$ cat src/rtl/rx_sync_pkg.sv
package rx_sync_pkg;

    localparam int DEF_DATA_W  = 8;
    localparam int DEF_MIN_ALT = 8;

    typedef enum logic [1:0] {
        ST_HUNT = 2'd0,
        ST_PRE  = 2'd1,
        ST_DATA = 2'd2,
        ST_END  = 2'd3
    } rx_state_t;

    typedef enum logic [1:0] {
        EV_START = 2'd0,
        EV_ALT   = 2'd1,
        EV_SYNC  = 2'd2,
        EV_BREAK = 2'd3
    } pre_evt_t;

    typedef struct packed {
        logic vld;
        logic sof;
        logic eof;
        logic aerr;
    } rx_flags_t;

    function automatic pre_evt_t classify(input logic run_zero, input logic run_ok,
                                          input logic last, input logic b);
        if (run_zero)
            return EV_START;
        else if (b != last)
            return EV_ALT;
        else if (b && run_ok)
            return EV_SYNC;
        else
            return EV_BREAK;
    endfunction

endpackage

$ cat src/rtl/rx_pre_track.sv
module rx_pre_track
    import rx_sync_pkg::*;
#(
    parameter int MIN_ALT = DEF_MIN_ALT
) (
    input  logic     clk,
    input  logic     rst,
    input  logic     clr,
    input  logic     step,
    input  logic     bit_i,
    output pre_evt_t evt_o
);
    localparam int RUN_W = $clog2(MIN_ALT + 1);
    localparam logic [RUN_W-1:0] RUN_MAX = RUN_W'(MIN_ALT);

    logic [RUN_W-1:0] run_q;
    logic             last_q;

    assign evt_o = classify(run_q == '0, run_q >= RUN_MAX, last_q, bit_i);

    always_ff @(posedge clk) begin
        if (rst || clr) begin
            run_q  <= '0;
            last_q <= 1'b0;
        end else if (step) begin
            unique case (evt_o)
                EV_START, EV_ALT: begin
                    last_q <= bit_i;
                    if (run_q != RUN_MAX)
                        run_q <= run_q + 1'b1;
                end
                default: begin
                    run_q  <= '0;
                    last_q <= 1'b0;
                end
            endcase
        end
    end
endmodule

$ cat src/rtl/rx_byte_pack.sv
module rx_byte_pack #(
    parameter int DATA_W = 8
) (
    input  logic              clk,
    input  logic              rst,
    input  logic              clr,
    input  logic              shift,
    input  logic              bit_i,
    output logic [DATA_W-1:0] word_o,
    output logic              done_o,
    output logic              part_o
);
    localparam int CNT_W = $clog2(DATA_W);
    localparam logic [CNT_W-1:0] CNT_LAST = CNT_W'(DATA_W - 1);

    logic [DATA_W-1:0] sh_q;
    logic [CNT_W-1:0]  cnt_q;

    assign word_o = {bit_i, sh_q[DATA_W-1:1]};
    assign done_o = shift && (cnt_q == CNT_LAST);
    assign part_o = (cnt_q != '0);

    always_ff @(posedge clk) begin
        if (rst || clr) begin
            sh_q  <= '0;
            cnt_q <= '0;
        end else if (shift) begin
            sh_q  <= word_o;
            cnt_q <= (cnt_q == CNT_LAST) ? '0 : cnt_q + 1'b1;
        end
    end
endmodule

$ cat src/rtl/rx_sync_deser.sv
module rx_sync_deser
    import rx_sync_pkg::*;
#(
    parameter int DATA_W  = DEF_DATA_W,
    parameter int MIN_ALT = DEF_MIN_ALT
) (
    input  logic              clk,
    input  logic              rst,
    input  logic              line_bit_i,
    input  logic              bit_stb_i,
    input  logic              crs_i,
    output logic [DATA_W-1:0] byte_o,
    output logic              byte_vld_o,
    output logic              sof_o,
    output logic              eof_o,
    output logic              align_err_o
);
    rx_state_t         st_q;
    rx_flags_t         fl_q;
    logic [DATA_W-1:0] byte_q;
    logic              first_q;

    logic              take;
    logic              trk_step;
    logic              trk_clr;
    pre_evt_t          evt;
    logic              pk_shift;
    logic              pk_clr;
    logic [DATA_W-1:0] pk_word;
    logic              pk_done;
    logic              pk_part;

    assign take     = bit_stb_i && crs_i;
    assign trk_step = take && (st_q == ST_HUNT || st_q == ST_PRE);
    assign trk_clr  = !crs_i || st_q == ST_DATA || st_q == ST_END;
    assign pk_shift = take && st_q == ST_DATA;
    assign pk_clr   = st_q != ST_DATA;

    rx_pre_track #(.MIN_ALT(MIN_ALT)) u_trk (
        .clk   (clk),
        .rst   (rst),
        .clr   (trk_clr),
        .step  (trk_step),
        .bit_i (line_bit_i),
        .evt_o (evt)
    );

    rx_byte_pack #(.DATA_W(DATA_W)) u_pack (
        .clk    (clk),
        .rst    (rst),
        .clr    (pk_clr),
        .shift  (pk_shift),
        .bit_i  (line_bit_i),
        .word_o (pk_word),
        .done_o (pk_done),
        .part_o (pk_part)
    );

    always_ff @(posedge clk) begin
        if (rst) begin
            st_q    <= ST_HUNT;
            fl_q    <= '0;
            byte_q  <= '0;
            first_q <= 1'b0;
        end else begin
            fl_q <= '0;
            unique case (st_q)
                ST_HUNT: begin
                    if (trk_step && evt == EV_START)
                        st_q <= ST_PRE;
                end
                ST_PRE: begin
                    if (!crs_i)
                        st_q <= ST_HUNT;
                    else if (trk_step) begin
                        if (evt == EV_SYNC) begin
                            st_q    <= ST_DATA;
                            first_q <= 1'b1;
                        end else if (evt == EV_BREAK) begin
                            st_q <= ST_HUNT;
                        end
                    end
                end
                ST_DATA: begin
                    if (!crs_i) begin
                        st_q      <= ST_END;
                        fl_q.eof  <= 1'b1;
                        fl_q.aerr <= pk_part;
                    end else if (pk_done) begin
                        byte_q   <= pk_word;
                        fl_q.vld <= 1'b1;
                        fl_q.sof <= first_q;
                        first_q  <= 1'b0;
                    end
                end
                default: st_q <= ST_HUNT;
            endcase
        end
    end

    assign byte_o      = byte_q;
    assign byte_vld_o  = fl_q.vld;
    assign sof_o       = fl_q.sof;
    assign eof_o       = fl_q.eof;
    assign align_err_o = fl_q.aerr;
endmodule

$ cat config.mk
export PLATFORM = sky130hd
export DESIGN_NAME = rx_sync_deser
export DESIGN_NICKNAME = d
export VERILOG_FILES = /design/src/rtl/rx_sync_pkg.sv /design/src/rtl/rx_pre_track.sv /design/src/rtl/rx_byte_pack.sv /design/src/rtl/rx_sync_deser.sv
export SDC_FILE = /design/constraint.sdc
export NUM_CORES = 1
export LEC_CHECK = 0
export BUFFER_PORTS_ARGS = -buffer_cell sky130_fd_sc_hd__buf_4
export CELL_PAD_IN_SITES_DETAIL_PLACEMENT = 0
export CELL_PAD_IN_SITES_GLOBAL_PLACEMENT = 1
export CORE_ASPECT_RATIO = 1.2
export CORE_MARGIN = 5
export CORE_UTILIZATION = 25
export DETAILED_ROUTE_END_ITERATION = 7
export GPL_TIMING_DRIVEN = 0
export HOLD_SLACK_MARGIN = 0.1
export PLACE_DENSITY = 0.62
export SYNTH_ARGS = -nofsm -noshare
export SYNTH_HDL_FRONTEND = slang
export SYNTH_SLANG_ARGS = --single-unit
$ cat constraint.sdc
create_clock -name clk -period 1.5 [get_ports clk]
set_clock_uncertainty 0.05 [all_clocks]
set_input_delay 0.3 -clock clk [delete_from_list [all_inputs] [get_ports clk]]
set_output_delay 0.3 -clock clk [all_outputs]
set_load 0.005 [all_outputs]
After elaboration in Yosys (flattened, before gate mapping)
Index checks and enable logic that the tools add are counted.
{"block": "word_totals", "reg_bits": 31, "inputBits": 5, "out_inout_bits": 12, "wordCells": 85}
{"block": "op_classes", "addsub": 2, "magnitude_cmp": 1, "n_eq_ne": 20, "muxes": 22, "bitwise": 3, "n_reduce_logical": 26}
{"op": "$mux W2", "count": 10}
{"op": "$ne A2 B2 Y1 const B", "count": 6}
{"op": "$eq A2 B2 Y1 const B", "count": 4}
{"op": "$mux W4", "count": 2}
{"op": "$mux W1", "count": 7}
{"op": "$logic_and A1 B1 Y1", "count": 6}
{"op": "$ne A2 B1 Y1 const B", "count": 3}
{"op": "$pmux W2 S3", "count": 1}
{"op": "$reduce_and A6 Y1", "count": 1}
{"op": "$reduce_or A3 Y1", "count": 2}
{"op": "$logic_or A1 B1 Y1", "count": 5}
{"op": "$add A4 B1 Y4 const B", "count": 1}
{"op": "$eq A2 B1 Y1 const B", "count": 2}
{"op": "$ge A4 B4 Y1 const B", "count": 1}
{"op": "$logic_not A2 Y1", "count": 2}
{"op": "$logic_not A4 Y1", "count": 1}
{"op": "$ne A4 B2 Y1 const B", "count": 1}
{"op": "$ne A4 B4 Y1 const B", "count": 1}
{"op": "$reduce_and A4 Y1", "count": 1}
{"op": "$reduce_or A2 Y1", "count": 2}
{"op": "$reduce_or A4 Y1", "count": 1}
{"op": "$add A3 B1 Y3 const B", "count": 1}
{"op": "$eq A3 B3 Y1 const B", "count": 1}
{"op": "$mux W3", "count": 1}
{"op": "9 further kinds", "count": 11}

Depth between registers and ports, before layout
{"block": "depth", "ltp_word": 11, "ltp_mapped": 7, "ltp_nobuf": 5}

By module
From an unflattened synthesis, not the netlist that was laid out.
{"block": "unflattened", "cells_unflattened": 140, "hier_area_um2": 1302.5}
{"mod": "rx_sync_deser", "n_inst": 1, "cells_each": 62, "area_each_um2": 553.0, "seq_area_each_um2": 300.3}
{"mod": "rx_byte_pack", "n_inst": 1, "cells_each": 43, "area_each_um2": 432.9, "seq_area_each_um2": 200.2}
{"mod": "rx_pre_track", "n_inst": 1, "cells_each": 35, "area_each_um2": 316.6, "seq_area_each_um2": 100.1}

Worst setup path after synthesis
Ideal clock, no wire load.
{"block": "synth_path", "kind": "register -> register", "start": "reg u_pack.cnt_q[0]", "end": "reg byte_q[0], in the netlist byte_o[0]", "setup_ps": 70, "t_arrival_ps": 1322, "required_ps": 1380, "slack_ps": 57, "path_stages_with_launch": 8, "path_buffers": 2, "synth_period_minus_slack_ps": 1443, "cell_sequence": "dfxtp_1 ha_1 ha_1 buf_2 inv_1 clkbuf_1 o21ai_0 a21oi_1"}
{"block": "synth_between", "elab_chain_cells": 3}
{"item": "start: declaration", "line": "rx_byte_pack.sv:17", "source": "logic [CNT_W-1:0] cnt_q;"}
{"item": "start signal: assignment", "line": "rx_byte_pack.sv:29", "source": "cnt_q <= (cnt_q == CNT_LAST) ? '0 : cnt_q + 1'b1;"}
{"item": "$eq A3 B3 Y1", "line": "rx_byte_pack.sv:20", "source": "assign done_o = shift && (cnt_q == CNT_LAST);"}
{"item": "$logic_and A1 B1 Y1", "line": "rx_byte_pack.sv:20"}
{"item": "$reduce_and A3 Y1 (no line)"}
{"item": "end signal: assignment", "line": "rx_sync_deser.sv:90", "source": "byte_q <= pk_word;"}
{"item": "end: declaration", "line": "rx_sync_deser.sv:20", "source": "logic [DATA_W-1:0] byte_q;"}
No other way between the ends.
A chain may end at the register's enable or synchronous reset.

Worst setup path after layout
{"block": "layout_path", "start": "reg u_trk.run_q[1]", "end": "reg u_trk.run_q[0]"}
{"block": "layout_between", "elab_chain_cells": 9, "elab_cells_between_ends": 13, "cone_classes": "1 x order compare; 3 x eq/ne; 4 x mux; 5 x reduce/logical"}
{"item": "start: declaration", "line": "rx_pre_track.sv:16", "source": "logic [RUN_W-1:0] run_q;"}
{"item": "start signal: assignment", "line": "rx_pre_track.sv:30", "source": "run_q <= run_q + 1'b1;"}
{"item": "$ge A4 B4 Y1", "line": "rx_pre_track.sv:19", "source": "assign evt_o = classify(run_q == '0, run_q >= RUN_MAX, last_q, bit_i);"}
{"item": "$logic_and A1 B1 Y1", "line": "rx_sync_pkg.sv:33", "source": "else if (b && run_ok)"}
{"item": "$mux W1", "line": "rx_sync_pkg.sv:33"}
{"item": "$mux W2", "line": "rx_sync_pkg.sv:31", "source": "else if (b != last)"}
{"item": "$mux W2", "line": "rx_sync_pkg.sv:29", "source": "if (run_zero)"}
{"item": "$eq A2 B1 Y1 / $logic_not A2 Y1 (equally long branches)", "line": "rx_pre_track.sv:26", "source": "unique case (evt_o)"}
{"item": "$reduce_or A2 Y1", "line": "rx_pre_track.sv:26"}
{"item": "$ne A2 B1 Y1 (no line)"}
{"item": "$reduce_and A2 Y1 (no line)"}
Several ways; a longest one is shown, not always the timed one.

==> flow_summary_export.csv <==
group,metric,value,unit
outcome,status,"completed",
final_layout,drive_gt1_share,27.33,%
final_layout,nets,182,
floorplan,initial_utilization,25.39,%
power_and_ir_drop,p_clk_share,48.3,%
power_and_ir_drop,switching_share,19.38,%
final_layout,diodes,0,
power_and_ir_drop,power_per_cell_area,993.3,nW/um^2
clock_tree,clk_latency,270,ps
power_and_ir_drop,p_int,0.001360,W
logic_synthesis,syn_nets,158,
worst_setup_path,arrival,1580,ps
sta,maxSlewHeadroom,68.60,%
power_and_ir_drop,p_leak,0.6075,nW
logic_synthesis,synth_top_family_by_area,"simple AND/OR/NAND/NOR gates",
worst_setup_path,crit_chain,"inv_2, ha_4, nor3b_4, buf_4, o211ai_1, mux2i_1",
logic_synthesis,synthAdderAreaFrac,4.748,%
place,dp.final_hpwl,2250,um
min_path,min-delay-start,"rst",
place,postPlaceCellArea,1508,um^2
sta,layout_setup_ws,60.11,ps
clock_tree,cts_tree,"built",
logic_synthesis,yosys_warnings,0,
grt,overflow,0,
worst_setup_path,required,1640,ps
worst_setup_path,worst_setup_path_end_kind,"flop",
logic_synthesis,synth-seq-cells,30,
sta,setup_viol,0,
floorplan,coreArea,5189,um^2
logic_synthesis,syn_inst,148,
clock_tree,cts_hold_buf,0,
power_and_ir_drop,seq_power_share,47.7,%
logic_synthesis,yosys.area_share.simple,22.60,%
detailed_routing,drc,0,
grt,track_usage,9.744,%
worst_setup_path,worstSetupPathType,"flop to flop",
clock_tree,cts_max_level,2,
sta,fin_crit_sh,95.99,%
worst_setup_path,cp-start-kind,"flop",
detailed_routing,drtPass1Iterations,4,
logic_synthesis,synth_cell_types,35,
power_and_ir_drop,p_switching,0.0003269,W
min_path,min_path_type,"input pin to flop",
sta,fmax,694.5,MHz
place,dpl_worst_slack,-211.8,ps
floorplan,io_pins,17,
worst_setup_path,reg2reg_slack,60,ps
worst_setup_path,crit_fanout,5,
worst_setup_path,r2r.worst_path.cells,6,
worst_setup_path,cpPeakStageDelay,350,ps
power_and_ir_drop,combPwrFrac,4.0,%
sta,period_needed,1440,ps
min_path,worstHoldEndpoint,"byte_vld_o",
floorplan,die_w,76.27,um
worst_setup_path,cp_slowest_cell,"dfxtp_1",
detailed_routing,num_vias,1117,
grt,grt_first_pass_wirelength,5264,um
detailed_routing,initialDrtViolationCount,97,
final_layout,syn_to_final_growth,28.87,%
logic_synthesis,synth_compound_area_share,17.47,%
sta,hold_viol_final,0,
detailed_routing,postRouteAntennaNets,0,
logic_synthesis,synthFlopType,"dfxtp_1",
grt,grt_start_max_net_pins,11,
job,maxCapViolCount,0,
logic_synthesis,async_reset_ff_share,0,%
clock_tree,cts.sinks,30,
clock_tree,root_buffer,"clkbuf_8",
detailed_routing,routed_wl,3071,um
grt,grt_pass1_vias,1110,
worst_setup_path,worst-path-buf-inv,2,
clock_tree,clk_pin_slew,60,ps
final_layout,fin_area,1698,um^2
worst_setup_path,r2r-start,"u_trk.run_q[1]",
min_path,hold_depth,2,
power_and_ir_drop,ir_drop,566.4,uV
place,place_congestion,0.7694,
sta,tightest_slew,471.1,ps
logic_synthesis,syn_area,1318,um^2
detailed_routing,wire_per_inst,13.12,um
final_layout,fillCellCount,556,
clock_tree,clk_path_buf_depth,2,
sta,slew_viol_final,0,
logic_synthesis,synth_mux_area_share,1.519,%
logic_synthesis,yosysSeqAreaShare,45.58,%
grt,antenna_found_initial,0,
clock_tree,cts_buffers,5,
floorplan,rows,29,
place,io_buffers,15,
worst_setup_path,r2r-end,"u_trk.run_q[0]",
logic_synthesis,synth_edf_count,0,
floorplan,die_y,89.53,um
detailed_routing,viasPerCell,4.774,
logic_synthesis,synthXorXnorAreaFrac,1.235,%
logic_synthesis,avgSynthCellArea,8.902,um^2
floorplan,die-area,6828,um^2
worst_setup_path,worst_path_dominant_cell_family,"flip-flops",
flip-flops by register name (all words and copies together) (netlist names):
register and cells:
byte_vld_o 1, u_trk.run_q 4, st_q 2, eof_o 1, first_q 1, u_pack.sh_q 7, u_trk.last_q 1, align_err_o 1
u_pack.cnt_q 3, byte_o 8, sof_o 1
worst max-delay path by stage:
stage                         start        endpoint  slack [ps]  cells after the start
finish               u_trk.run_q[1]  u_trk.run_q[0]          60                      6
global route         u_trk.run_q[1]  u_trk.run_q[0]          -7                      6
CTS                  u_trk.run_q[0]  u_trk.run_q[2]          -7                      5
detailed placement  u_pack.cnt_q[0]       byte_o[1]        -210                      7
global placement    u_pack.cnt_q[0]       byte_o[2]        -190                      7
floorplan           u_pack.cnt_q[0]       byte_o[0]          60                      7
worst register-to-register path: cells and delay by family, from the launching register on:
kind	cells	cell delay, ps
flip-flops	1	350
AND/OR/NAND/NOR	1	340
buffers and inverters	2	250
multiplexers	1	150
adder cells (fa/ha/maj)	1	140
AO/OA/AOI/OAI	1	80
power by group through the flow:
stage / Combinational, W / Clock [W] / Sequential (W)
floorplan: 0.0000345 / 0 / 0.000821
global placement: 0.0000547 / 0 / 0.000822
detailed placement: 0.0000573 / 0 / 0.000822
CTS: 0.0000599 / 0.000844 / 0.000804
global route: 0.0000741 / 0.000884 / 0.000805
finish: 0.0000672 / 0.000814 / 0.000805
metrics by stage:
step	power (W)	hold slack, ps	setup TNS [ps]	util (%)	cells
after CTS	0.001709	197.9	-6.603	31.81	232
after global routing	0.001763	197.7	-10.40	32.72	234
final	0.001687	204.0	0	32.72	234
after floorplan	0.0008556	335.4	0	-	148
after global placement	0.0008770	388.3	-2057	29.06	225
after detailed placement	0.0008797	398.3	-2385	29.06	225
logic make-up (layout without fill, tap and decap cells):
logic type / Yosys count / after routing
AOI/OAI and AO/OA: 40 / 40
and+or+nand+nor: 53 / 53
buffers and inverters: 17 / 41
adders and majority gates: 5 / 5
xor gates and xnor gates: 1 / 1
muxes: 2 / 2
DFF: 30 / 30
layout by cell type, fill, tap and decap left out, types with 2 or more instances in the layout:
master / netlist / routed
dfxtp_2: 0 / 3
o21ai_1: 0 / 6
mux2i_1: 2 / 2
inv_2: 0 / 3
o21ai_0: 11 / 5
buf_4: 2 / 19
buf_6: 2 / 3
a211oi_2: 1 / 2
nor3b_4: 0 / 2
nand3_1: 10 / 10
clkbuf_8: 0 / 6
buf_2: 3 / 2
inv_1: 7 / 4
a21oi_1: 21 / 21
or3_1: 2 / 2
o211ai_1: 2 / 2
clkbuf_1: 3 / 2
nand4b_1: 2 / 2
nand2_1: 24 / 24
ha_1: 5 / 4
and4b_1: 2 / 2
dfxtp_1: 30 / 27
synthesized netlist by cell type (3+ instances only):
master,number,area (um^2)
buf_2,3,15.01
dfxtp_1,30,600.6
inv_1,7,26.28
clkbuf_1,3,11.26
nand3_1,10,50.05
a21oi_1,21,105.1
nand2_1,24,90.09
ha_1,5,62.56
o21ai_0,11,55.05
area by class of cell:
class	count	area (um^2)	area share (%)
buffer	10	81.33	4.790
clock buffer	6	82.58	4.864
clock inverter	1	30.03	1.769
inverter	7	26.28	1.548
multi-input combinational	101	668.1	39.35
sequential	30	604.3	35.59
tap	62	77.57	4.569
timing repair buffer	17	127.6	7.517
per-layer routing:
| metal | global-route usage, % | share of wire (%) | vias to the layer above |
|---|---|---|---|
| li1 | - | - | 566 |
| met1 | 10.89 | 42 | 523 |
| met2 | 17.37 | 53 | 20 |
| met3 | 2.823 | 3.1 | 8 |
| met4 | 4.293 | 1.7 | 0 |
| met5 | 0 | 0 | - |
what timing repair did:
item | in CTS | in global routing
pin swaps | 0 | 5
resized for setup | 7 | 18
setup buffers | 0 | 2
gates cloned | 0 | 0
hold endpoints to repair | 0 | 0
setup endpoints to repair | 14 | 17
No activity file was read; power rests on OpenSTA's default activity.
